## config.mk

```make
export PLATFORM = sky130hd
export DESIGN_NAME = hazard_fwd_unit
export DESIGN_NICKNAME = d
export VERILOG_FILES = /design/src/rtl/hfu_pkg.sv /design/src/rtl/hfu_src_match.sv /design/src/rtl/hfu_stall_detect.sv /design/src/rtl/hfu_branch_resolve.sv /design/src/rtl/hazard_fwd_unit.sv
export SDC_FILE = /design/constraint.sdc
export NUM_CORES = 1
export LEC_CHECK = 0
export BUFFER_PORTS_ARGS = -buffer_cell sky130_fd_sc_hd__buf_2
export CAP_MARGIN = 15
export CORE_AREA = 4 4 82 84
export DETAILED_ROUTE_END_ITERATION = 6
export DIE_AREA = 0 0 86 88
export PLACE_DENSITY = 0.65
export SLEW_MARGIN = 25
export SYNTH_ARGS = -nofsm -noshare
export SYNTH_HDL_FRONTEND = slang
export SYNTH_SLANG_ARGS = --single-unit
```

## constraint.sdc

```tcl
create_clock -name vclk -period 3.3
set_input_delay 0.66 -clock vclk [all_inputs]
set_output_delay 0.66 -clock vclk [all_outputs]
set_load 0.05 [all_outputs]
```

## src/rtl/hfu_pkg.sv

```systemverilog
package hfu_pkg;
  typedef enum logic [1:0] {
    FWD_RF    = 2'b00,
    FWD_EXMEM = 2'b01,
    FWD_MEMWB = 2'b10
  } fwd_sel_e;
endpackage

```

## src/rtl/hfu_src_match.sv

```systemverilog
module hfu_src_match
  import hfu_pkg::*;
#(
  parameter int REG_AW = 5
) (
  input  logic [REG_AW-1:0] src,
  input  logic [REG_AW-1:0] mem_dst,
  input  logic              mem_wr_en,
  input  logic [REG_AW-1:0] wb_dst,
  input  logic              wb_wr_en,
  output fwd_sel_e          sel
);
  logic src_live;
  logic hit_mem;
  logic hit_wb;

  // register 0 is hard-wired; it never takes a forwarded value
  assign src_live = (src != '0);
  assign hit_mem  = src_live && mem_wr_en && (mem_dst == src);
  assign hit_wb   = src_live && wb_wr_en && (wb_dst == src);

  always_comb begin
    if (hit_mem)     sel = FWD_EXMEM;  // youngest producer first
    else if (hit_wb) sel = FWD_MEMWB;
    else             sel = FWD_RF;
  end
endmodule

```

## src/rtl/hfu_stall_detect.sv

```systemverilog
module hfu_stall_detect #(
  parameter int REG_AW = 5
) (
  input  logic [REG_AW-1:0] id_src_a,
  input  logic [REG_AW-1:0] id_src_b,
  input  logic              id_use_a,
  input  logic              id_use_b,
  input  logic              id_is_branch,
  input  logic [REG_AW-1:0] ex_dst,
  input  logic              ex_wr_en,
  input  logic              ex_is_load,
  input  logic [REG_AW-1:0] mem_dst,
  input  logic              mem_wr_en,
  input  logic              mem_is_load,
  output logic              stall
);
  logic ex_live;
  logic mem_load_live;
  logic load_use;
  logic br_on_ex;
  logic br_on_mem_load;

  assign ex_live       = ex_wr_en && (ex_dst != '0);
  assign mem_load_live = mem_wr_en && mem_is_load && (mem_dst != '0);

  // loaded data only exists at the end of memory: one bubble for users
  assign load_use = ex_live && ex_is_load &&
                    ((id_use_a && (id_src_a == ex_dst)) ||
                     (id_use_b && (id_src_b == ex_dst)));

  // the zero test sits in decode, so any producer in execute is too late,
  // and a load still in memory is too late as well
  assign br_on_ex       = id_is_branch && ex_live && (id_src_a == ex_dst);
  assign br_on_mem_load = id_is_branch && mem_load_live && (id_src_a == mem_dst);

  assign stall = load_use || br_on_ex || br_on_mem_load;
endmodule

```

## src/rtl/hfu_branch_resolve.sv

```systemverilog
module hfu_branch_resolve
  import hfu_pkg::*;
#(
  parameter int DATA_W = 32,
  parameter int PC_W   = 32
) (
  input  logic              is_branch,
  input  logic              br_if_zero,
  input  logic              stall,
  input  fwd_sel_e          sel,
  input  logic [DATA_W-1:0] rf_data,
  input  logic [DATA_W-1:0] exmem_data,
  input  logic [DATA_W-1:0] memwb_data,
  input  logic [PC_W-1:0]   target,
  output logic              redirect,
  output logic [PC_W-1:0]   redirect_pc
);
  logic [DATA_W-1:0] operand;
  logic              is_zero;

  always_comb begin
    unique case (sel)
      FWD_EXMEM: operand = exmem_data;
      FWD_MEMWB: operand = memwb_data;
      default:   operand = rf_data;
    endcase
  end

  assign is_zero     = (operand == '0);
  assign redirect    = is_branch && !stall && (is_zero == br_if_zero);
  assign redirect_pc = target;
endmodule

```

## src/rtl/hazard_fwd_unit.sv

```systemverilog
module hazard_fwd_unit
  import hfu_pkg::*;
#(
  parameter int REG_AW = 5,
  parameter int DATA_W = 32,
  parameter int PC_W   = 32
) (
  input  logic              clk,
  input  logic              rst_n,
  input  logic [REG_AW-1:0] id_src_a,
  input  logic [REG_AW-1:0] id_src_b,
  input  logic              id_use_a,
  input  logic              id_use_b,
  input  logic              id_is_branch,
  input  logic              id_br_if_zero,
  input  logic [PC_W-1:0]   id_br_target,
  input  logic [DATA_W-1:0] rf_a_data,
  input  logic [REG_AW-1:0] ex_src_a,
  input  logic [REG_AW-1:0] ex_src_b,
  input  logic [REG_AW-1:0] ex_dst,
  input  logic              ex_wr_en,
  input  logic              ex_is_load,
  input  logic [REG_AW-1:0] mem_dst,
  input  logic              mem_wr_en,
  input  logic              mem_is_load,
  input  logic [DATA_W-1:0] exmem_result,
  input  logic [REG_AW-1:0] wb_dst,
  input  logic              wb_wr_en,
  input  logic [DATA_W-1:0] memwb_result,
  output logic [1:0]        alu_a_sel,
  output logic [1:0]        alu_b_sel,
  output logic [1:0]        br_sel,
  output logic              stall,
  output logic              redirect,
  output logic [PC_W-1:0]   redirect_pc
);
  localparam int N_ALU_SRC = 2;

  logic [REG_AW-1:0] alu_src [N_ALU_SRC];
  fwd_sel_e          alu_sel [N_ALU_SRC];
  fwd_sel_e          id_a_sel;
  fwd_sel_e          br_sel_e;

  assign alu_src[0] = ex_src_a;
  assign alu_src[1] = ex_src_b;

  for (genvar g = 0; g < N_ALU_SRC; g++) begin : g_alu_fwd
    hfu_src_match #(.REG_AW(REG_AW)) u_match (
      .src       (alu_src[g]),
      .mem_dst   (mem_dst),
      .mem_wr_en (mem_wr_en),
      .wb_dst    (wb_dst),
      .wb_wr_en  (wb_wr_en),
      .sel       (alu_sel[g])
    );
  end

  assign alu_a_sel = alu_sel[0];
  assign alu_b_sel = alu_sel[1];

  hfu_src_match #(.REG_AW(REG_AW)) u_br_match (
    .src       (id_src_a),
    .mem_dst   (mem_dst),
    .mem_wr_en (mem_wr_en),
    .wb_dst    (wb_dst),
    .wb_wr_en  (wb_wr_en),
    .sel       (id_a_sel)
  );

  assign br_sel_e = id_is_branch ? id_a_sel : FWD_RF;
  assign br_sel   = br_sel_e;

  hfu_stall_detect #(.REG_AW(REG_AW)) u_stall (
    .id_src_a     (id_src_a),
    .id_src_b     (id_src_b),
    .id_use_a     (id_use_a),
    .id_use_b     (id_use_b),
    .id_is_branch (id_is_branch),
    .ex_dst       (ex_dst),
    .ex_wr_en     (ex_wr_en),
    .ex_is_load   (ex_is_load),
    .mem_dst      (mem_dst),
    .mem_wr_en    (mem_wr_en),
    .mem_is_load  (mem_is_load),
    .stall        (stall)
  );

  hfu_branch_resolve #(.DATA_W(DATA_W), .PC_W(PC_W)) u_branch (
    .is_branch   (id_is_branch),
    .br_if_zero  (id_br_if_zero),
    .stall       (stall),
    .sel         (br_sel_e),
    .rf_data     (rf_a_data),
    .exmem_data  (exmem_result),
    .memwb_data  (memwb_result),
    .target      (id_br_target),
    .redirect    (redirect),
    .redirect_pc (redirect_pc)
  );

  // memory-stage producer wins over write back
  p_mem_first_r3: assert property (@(posedge clk) disable iff (!rst_n)
    (mem_wr_en && ex_src_a != '0 && mem_dst == ex_src_a) |-> (alu_a_sel == 2'b01));

  // register 0 is never a forwarding source
  p_reg0_quiet_r4: assert property (@(posedge clk) disable iff (!rst_n)
    (ex_src_b == '0) |-> (alu_b_sel == 2'b00));

  // an ALU producer alone never stalls a non-branch consumer
  p_alu_no_stall_r6: assert property (@(posedge clk) disable iff (!rst_n)
    (!id_is_branch && !ex_is_load) |-> !stall);

  // branch on a load still in memory must wait
  p_load_branch_wait_r7: assert property (@(posedge clk) disable iff (!rst_n)
    (id_is_branch && id_src_a != '0 && mem_wr_en && mem_is_load && mem_dst == id_src_a)
      |-> stall);

  // no redirect while frozen or without a branch
  p_redirect_gated_r10: assert property (@(posedge clk) disable iff (!rst_n)
    (stall || !id_is_branch) |-> !redirect);
endmodule

```

Word level (Yosys, flattened, before mapping)
Cells that the tools add are included.

storage, ports and cells
  flip-flop bits (word level) = 0
  logic and storage cells = 55

cells by class
  eq/ne operators = 12
  muxes and demuxes = 8
  reduce and logical (&&, ||, !) cells = 35

operators with widths
  cell                                                                   number
  32-bit one-hot mux with 2 select lines                                 1
  5-bit equality test                                                    9
  32-bit zero test                                                       1
  1-bit logical AND                                                      25
  5-bit nonzero test                                                     5
  2-bit 2-to-1 mux                                                       7
  1-bit logical OR                                                       3
  2-bit by 1-bit equality test with 1-bit output, second input constant  1
  2-bit equality test, second input constant                             1
  1-bit equality test                                                    1
  1-bit zero test                                                        1

Logic depth before layout (Yosys ltp)
Gate-level depths: netlist of run 1.

  depth in word-level cells = 11
  depth in mapped cells = 12

Modules after synthesis
Synthesis of run 1 repeated with hierarchy kept, for this count alone.

second synthesis, totals
  cell total of the unflattened synthesis = 166
  area total of the unflattened synthesis = 1,212.4 sq um

modules (own cells, without submodules)
  module              instances  cells each  area each (sq um)
  hfu_branch_resolve  1          77          546.8
  hfu_src_match       3          19          146.4
  hfu_stall_detect    1          30          214.0
  hazard_fwd_unit     1          2           12.5

Least setup slack after synthesis of run 1
Ideal clock, no wire load.

  path type = input to output
  from = in id_src_a[2]
  to = out redirect
  data arrival time = 3,366 ps
  path slack = -726 ps
  stages = 11
  buffers on the path = 0
  cell sequence = or4_1 o21ai_0 or3_4 inv_1 ha_1 nor4b_1 nand4_1 nor3_1 a31oi_1 xnor2_1 nor2_1

between the ends
  word-level cells in the longest chain between the ends = 11

RTL lines
  item                                                                                   line                      source
  start, declared                                                                        hazard_fwd_unit.sv:10     input logic [REG_AW-1:0] id_src_a,
  5-bit nonzero test                                                                     hfu_src_match.sv:18       assign src_live = (src != '0);
  1-bit logical AND (2 in series)                                                        hfu_src_match.sv:20       assign hit_wb = src_live && wb_wr_en && (wb_dst == src);
  2-bit 2-to-1 mux                                                                       hfu_src_match.sv:24       else if (hit_wb) sel = FWD_MEMWB;
  2-bit 2-to-1 mux (*)                                                                   hfu_src_match.sv:23       if (hit_mem) sel = FWD_EXMEM;
  2-bit 2-to-1 mux (*)                                                                   hazard_fwd_unit.sv:70     assign br_sel_e = id_is_branch ? id_a_sel : FWD_RF;
  net br_sel[1]                                                                          hazard_fwd_unit.sv:32     output logic [1:0] br_sel,
  2-bit equality test or 2-bit by 1-bit equality test with 1-bit output (tied branches)  hfu_branch_resolve.sv:22  unique case (sel)
  32-bit one-hot mux with 2 select lines (*)                                             hfu_branch_resolve.sv:22
  32-bit zero test (*)                                                                   hfu_branch_resolve.sv:29  assign is_zero = (operand == '0);
  1-bit equality test (*)                                                                hfu_branch_resolve.sv:30  assign redirect = is_branch && !stall && (is_zero == br_if_zero);
  1-bit logical AND (*)                                                                  hfu_branch_resolve.sv:30
  end, declared                                                                          hazard_fwd_unit.sv:34     output logic redirect,

Mark *: on every way through the listed nets, which the timed path passes. The rest lies on a longest branch.

Worst setup path in the final report of run 1
  from = in id_src_a[4]
  to = out redirect

between the ends
  word-level cells in the longest chain between the ends = 11

RTL lines
  item                                                                                   line
  5-bit nonzero test                                                                     hfu_src_match.sv:18
  1-bit logical AND (2 in series)                                                        hfu_src_match.sv:20
  2-bit 2-to-1 mux                                                                       hfu_src_match.sv:24
  2-bit 2-to-1 mux                                                                       hfu_src_match.sv:23
  2-bit 2-to-1 mux                                                                       hazard_fwd_unit.sv:70
  2-bit equality test or 2-bit by 1-bit equality test with 1-bit output (tied branches)  hfu_branch_resolve.sv:22
  32-bit one-hot mux with 2 select lines                                                 hfu_branch_resolve.sv:22
  32-bit zero test                                                                       hfu_branch_resolve.sv:29
  1-bit equality test                                                                    hfu_branch_resolve.sv:30
  1-bit logical AND (*)                                                                  hfu_branch_resolve.sv:30

Every way passes the cells marked *; elsewhere a longest branch is shown, timed or not.

==> impl_results.md, run 1 <==
- Status: finished with violations
- Failing checks: setup timing
- Syn nets: 329
- Top-count cell post-synth: buf_4
- VDD IR-drop max: 0.0000542 V
- Hold_sp: id_br_target[0]
- Placed cell count: 362
- Register area share after synthesis: 0%
- LEAKAGE: 1.00 nW
- Maxcap violations: 0
- Filler cell count: between 600 and 700
- Initial antenna violation count: 0
- Slew @ Worst Pin: between 300 and 400 ps
- Max layer used: met4
- Number of core rows: 28
- Layout area overhead: 79.8%
- Post-synthesis cell type count: 28
- DRC Markers: 0
- Multiplexer area fraction after synthesis: 0%
- Min Tclk post-route: 3640 ps
- Finished Cell Area: approximately 2100 sq um
- Power per cell area: 104 nW/um^2
- Main combinational cell family by area after synthesis: simple AND/OR/NAND/NOR gates
- Fraction of layout cells with a size suffix above 1: 67.1%
- N_diodes: 0
- Crit end category: output port
- Yosys warnings: 0
- Largest net degree at the start of global routing: 5
- Iteration-0 DRC Markers: 5
- Sequential Area: 0 sq um
- Via Count: ~1.7k
- Synth area leader: buf_4
- CLK BUF: 0
- Required @ worst endpoint: 2640 ps
- Met3 Routed Length: 489 um
- Final hold violation count: 0
- Post-synthesis simple-gate area fraction: between 30% and 40%
- Number of sequential cells: 0
- Max-Slew Margin vs Limit: approximately three quarters
- Post-Synth XOR/XNOR Area: about a third
- Final #Nets: 473
- Met1 wire length: 1950 um
- Core Area: 5920 sq um
- Syn Area/Cell: approximately 7.5 sq um
- Start point of the critical path: id_src_a[4]
- Worst min path class: in2out
- Die width: 86 um
- Adder-Cell Fraction of Synth Area: under 10%
- Final Setup Violations: 2
- First-pass GRT wire length: 8240 um
- Critical path launch point type: input pin
- Period utilization: 110%
- Largest cells by area after synthesis: buf_4 (22%), xnor2_1 (18%), xor2_1 (14%)
- Port buffer count: 148
- Final ANT Viol Nets: 0
- RSZ-0062 raised after global routing: yes
- Routed wl met2: about 2900 um
- Synth Area in Compound Gates: 6.02%
- Mapped Area: around 1100 sq um
- Cell Area, Placed: 1900 sq um
- Worst-path maximum fanout: 4
- Total track usage: 13.1%
- Fmax achieved: approximately 270 MHz
- GRT overflow: 0
- WL per Instance: 14.6 um
- Top cells by count, synth: buf_4 (34), nor4_1 (25), xnor2_1 (23)
- Die footprint: 7570 sq um
- Via-to-Cell Ratio: between 4 and 5
- Die height: approximately 90 um
- Fin cells: 370
- Initial cell density of the core: 19.3%
- Cells after Synth: 153
- HPWL after DPL: 4970 um
- Max-slew violation count: 0
- Ports: 214
- Final WS setup: -338 ps
- Worst EP arrival: 2980 ps
- Final wirelength: 5410 um
- Kind of critical path: in2out
- Final GP Congestion: 0.840
- Drt pass-1 iters: 4
- Yosys top cell area share: 22.3%
- Vias in the first global route: 1807
## cell families (layout without fill, tap and decap cells)
kind of cell	Yosys count	after routing
AO/OA/AOI/OAI	11	11
adder cells (fa/ha/maj)	2	2
AND/OR/NAND/NOR	60	60
XOR/XNOR	41	41
buffers and inverters	39	181
## routing by layer
layer	vias to the layer above	track usage (%)
met1	755	14.5
met5	-	0
met3	10	2.16
met2	83	26.6
li1	822	-
met4	0	1.73
## what timing repair did
action,in CTS,in global routing
gates resized for setup,17,5
setup endpoints to repair,1,2
setup buffers,8,0
pin swaps,11,2
hold buffers,0,0
## final cells by class
cell class	instances	area [sq um]	area share, %
well taps	75	93.8	4.56
repair buffers	176	992	48.3
inverters	5	22.5	1.10
multi-input cells	114	947	46.1
## worst max-delay path, cell delays in order
cell	delay, ps
buf_8	110
or4_4	530
o21ai_2	160
or3_4	160
clkinvlp_4	100
ha_4	280
nor4b_4	180
nand4_1	130
nor3_2	130
a31oi_1	80
xnor2_1	250
nor2_4	50
buf_8	150
## path summary, 6_finish.rpt
path,end,slack [ps],depth (start not counted)
max,redirect,-340,13
min,redirect_pc[0],1320,0
## stage by stage
step / utilization [%] / power [W] / hold slack, ps / setup slack, ps / TNS, ps
after floorplan: - / 0.000173 / 1490 / -380 / -380
after global placement: 32.1 / 0.000196 / 1320 / -504 / -504
after detailed placement: 32.1 / 0.000200 / 1320 / -612 / -612
after CTS: 34.3 / 0.000212 / 1320 / -395 / -682
after global routing: 34.7 / 0.000235 / 1320 / -538 / -892
final: 34.7 / 0.000215 / 1320 / -338 / -549
## power by group
| group | total, W | switching (W) | leakage, nW | internal, W |
|---|---|---|---|---|
| Clock | 0 | 0 | 0 | 0 |
| Sequential | 0 | 0 | 0 | 0 |
| Combinational | 0.000215 | 0.0000927 | 1.00 | 0.000122 |
## layout by cell type (no fill, tap or decap), types with 2 or more instances in the layout
| cell | Yosys | layout |
|---|---|---|
| inv_1 | 5 | 3 |
| or4_4 | 2 | 3 |
| or4_1 | 3 | 2 |
| buf_4 | 34 | 29 |
| and3_1 | 2 | 2 |
| buf_2 | 0 | 142 |
| nor2_4 | 2 | 3 |
| o21ai_0 | 4 | 3 |
| xor2_1 | 18 | 17 |
| xnor2_1 | 23 | 23 |
| nor4_1 | 25 | 23 |
| buf_8 | 0 | 2 |
| nand4_1 | 10 | 10 |
| nand3_1 | 2 | 2 |
| nand2_1 | 2 | 2 |
| nor4_2 | 4 | 6 |
| buf_6 | 0 | 3 |
(Power assumes the default switching activity.)
==> run 2, diff against run 1 <==
- CORE_AREA: 4 4 82 84 -> not set
- CORE_ASPECT_RATIO: not set -> 0.5
- CORE_MARGIN: not set -> 4
- CORE_UTILIZATION: not set -> 25
- DIE_AREA: 0 0 86 88 -> not set
- PLACE_DENSITY: 0.65 -> 0.81
==> run 2 against run 1 <==
Effect of this change: the run still ends with setup timing left; clock-buffer cell count stayed put; combinational power is 3% lower; sequential cell count stayed put; critical path depth stayed put; global-route usage is 2.1 points higher; utilization is 11 points higher; highest routed layer unchanged.
==> impl_results.md, run 2 (same netlist as run 1, synthesis figures left out) <==
- Status: finished with violations
- Failing checks: setup timing
- Layout area overhead: 75.1%
- Min-Delay Endpoint: redirect_pc[11]
- Fraction of layout cells with a size suffix above 1: 65.4%
- Fmax achieved: 275 MHz
- WL per Instance: roughly 14 um
- Total track usage: between 15 and 20%
- Vias in the first global route: 1760
- Final WS setup: -338 ps
- Final Setup Violations: 2
- Crit path cell chain: buf_2 > or4_1 > o21ai_2 > or3_4 > clkinvlp_4 > ha_4 > nor4b_4 > nand4_1 > nor3_2 > a31oi_1 > xnor2_1 > nor2_4 > buf_8
- Worst min path class: in2out
- Via-to-Cell Ratio: 4.60
- Post-CTS Hold Fix Bufs: 0
- Port buffer count: approximately 150
- Final GP Congestion: 0.887
- Sequential Area: 0 sq um
- Drt pass-1 iters: 4
- RSZ-0062 raised after global routing: yes
- Iteration-0 DRC Markers: between 40 and 50
- Number of sequential cells: 0
- Die footprint: 5790 sq um
- Period utilization: 110%
- Commonest non-fill, non-tap cell in the layout: buf_2
- Slew @ Worst Pin: around 360 ps
- Final wirelength: between 4000 and 5000 um
- Max-slew violation count: 0
- Hold_sp: id_br_target[11]
- Final ANT Viol Nets: 0
- Die height: 55.8 um
- DRC Markers: 0
- First-pass GRT wire length: 7620 um
- Largest net degree at the start of global routing: 5
- Die width: 104 um
- VDD IR-drop max: between 0.00003 and 0.00004 V
- Initial antenna violation count: 0
- Ports: 214
- HPWL after DPL: around 4400 um
- Max-Slew Margin vs Limit: 75.6%
- Hold_ws: 1320 ps
- Worst EP arrival: slightly below 3000 ps
- Required @ worst endpoint: 2640 ps
- Final hold violation count: 0
- Core Area: 4400 sq um
- GRT overflow: 0
- Critical path's top delay family: simple AND/OR/NAND/NOR gates
- Hold Path Depth: 0
- Initial cell density of the core: 26.0%
- Worst path bufs/invs: 3
- Maxcap violations: 0
- Final #Nets: 473
- Crit end category: output port
- LEAKAGE: 0.994 nW
- Min Tclk post-route: 3640 ps
- Power per cell area: 104 nW/um^2
- N_diodes: 0
- Slowest CP cell: or4_1
- Via Count: around 1.6k
- Critical path launch point type: input pin
- Most frequent cells in the layout: buf_2 (143), buf_4 (29), nor4_1 (24), xnor2_1 (23), xor2_1 (18)
- Dpl ws: -594 ps
- Fin Setup TNS: -594 ps
- Kind of critical path: in2out
- CLK BUF: 0
- Worst-path maximum fanout: 2
- Tot Pwr: 0.000209 W
- Number of core rows: 17
- Crit path largest cell delay: approximately 550 ps
## run 2: worst max-delay path by stage
| stage | startpoint | end | depth (start not counted) |
|---|---|---|---|
| after floorplan | id_src_a[2] | redirect | 11 |
| after global placement | id_src_a[1] | redirect | 14 |
| after detailed placement | id_src_a[1] | redirect | 14 |
| after CTS | mem_dst[3] | redirect | 14 |
| after global routing | id_src_a[2] | redirect | 13 |
| final | id_src_a[2] | redirect | 13 |
## run 2: power by group
group	switching, W	internal [W]
combinational	0.0000887	0.000120
sequential	0	0
clock	0	0
## run 2: timing repair
action,4_1_cts,5_1_grt
resized for setup,13,2
setup buffers,7,0
setup endpoints to repair,1,2
pin swaps,9,3
gates cloned,0,0
## run 2: area by class of cell
class | instances | area [sq um]
fillers | 462 | 2400
repair buffers | 176 | 986
multi-input cells | 114 | 922
well taps | 57 | 71.3
inverters | 5 | 22.5
## run 2: per-layer routing
metal | routed length (um) | up-vias | part of all wire (%) | global-route usage [%]
li1 | - | 823 | - | -
met1 | 1680 | 732 | 35 | 15.3
met4 | 91 | 0 | 1.9 | 4.17
met2 | 2700 | 45 | 56 | 31.2
met5 | 0 | - | 0 | 0
met3 | 344 | 20 | 7.1 | 4.17
## run 2: per-stage QoR
step           cells  util [%]  cell area [sq um]
6_report         352      45.5               2000
5_1_grt          352      45.5               2000
4_1_cts          352      45.2               1990
3_5_place_dp     345      42.9               1890
3_3_place_gp     345      42.9               1890
2_1_floorplan    153         -               1170
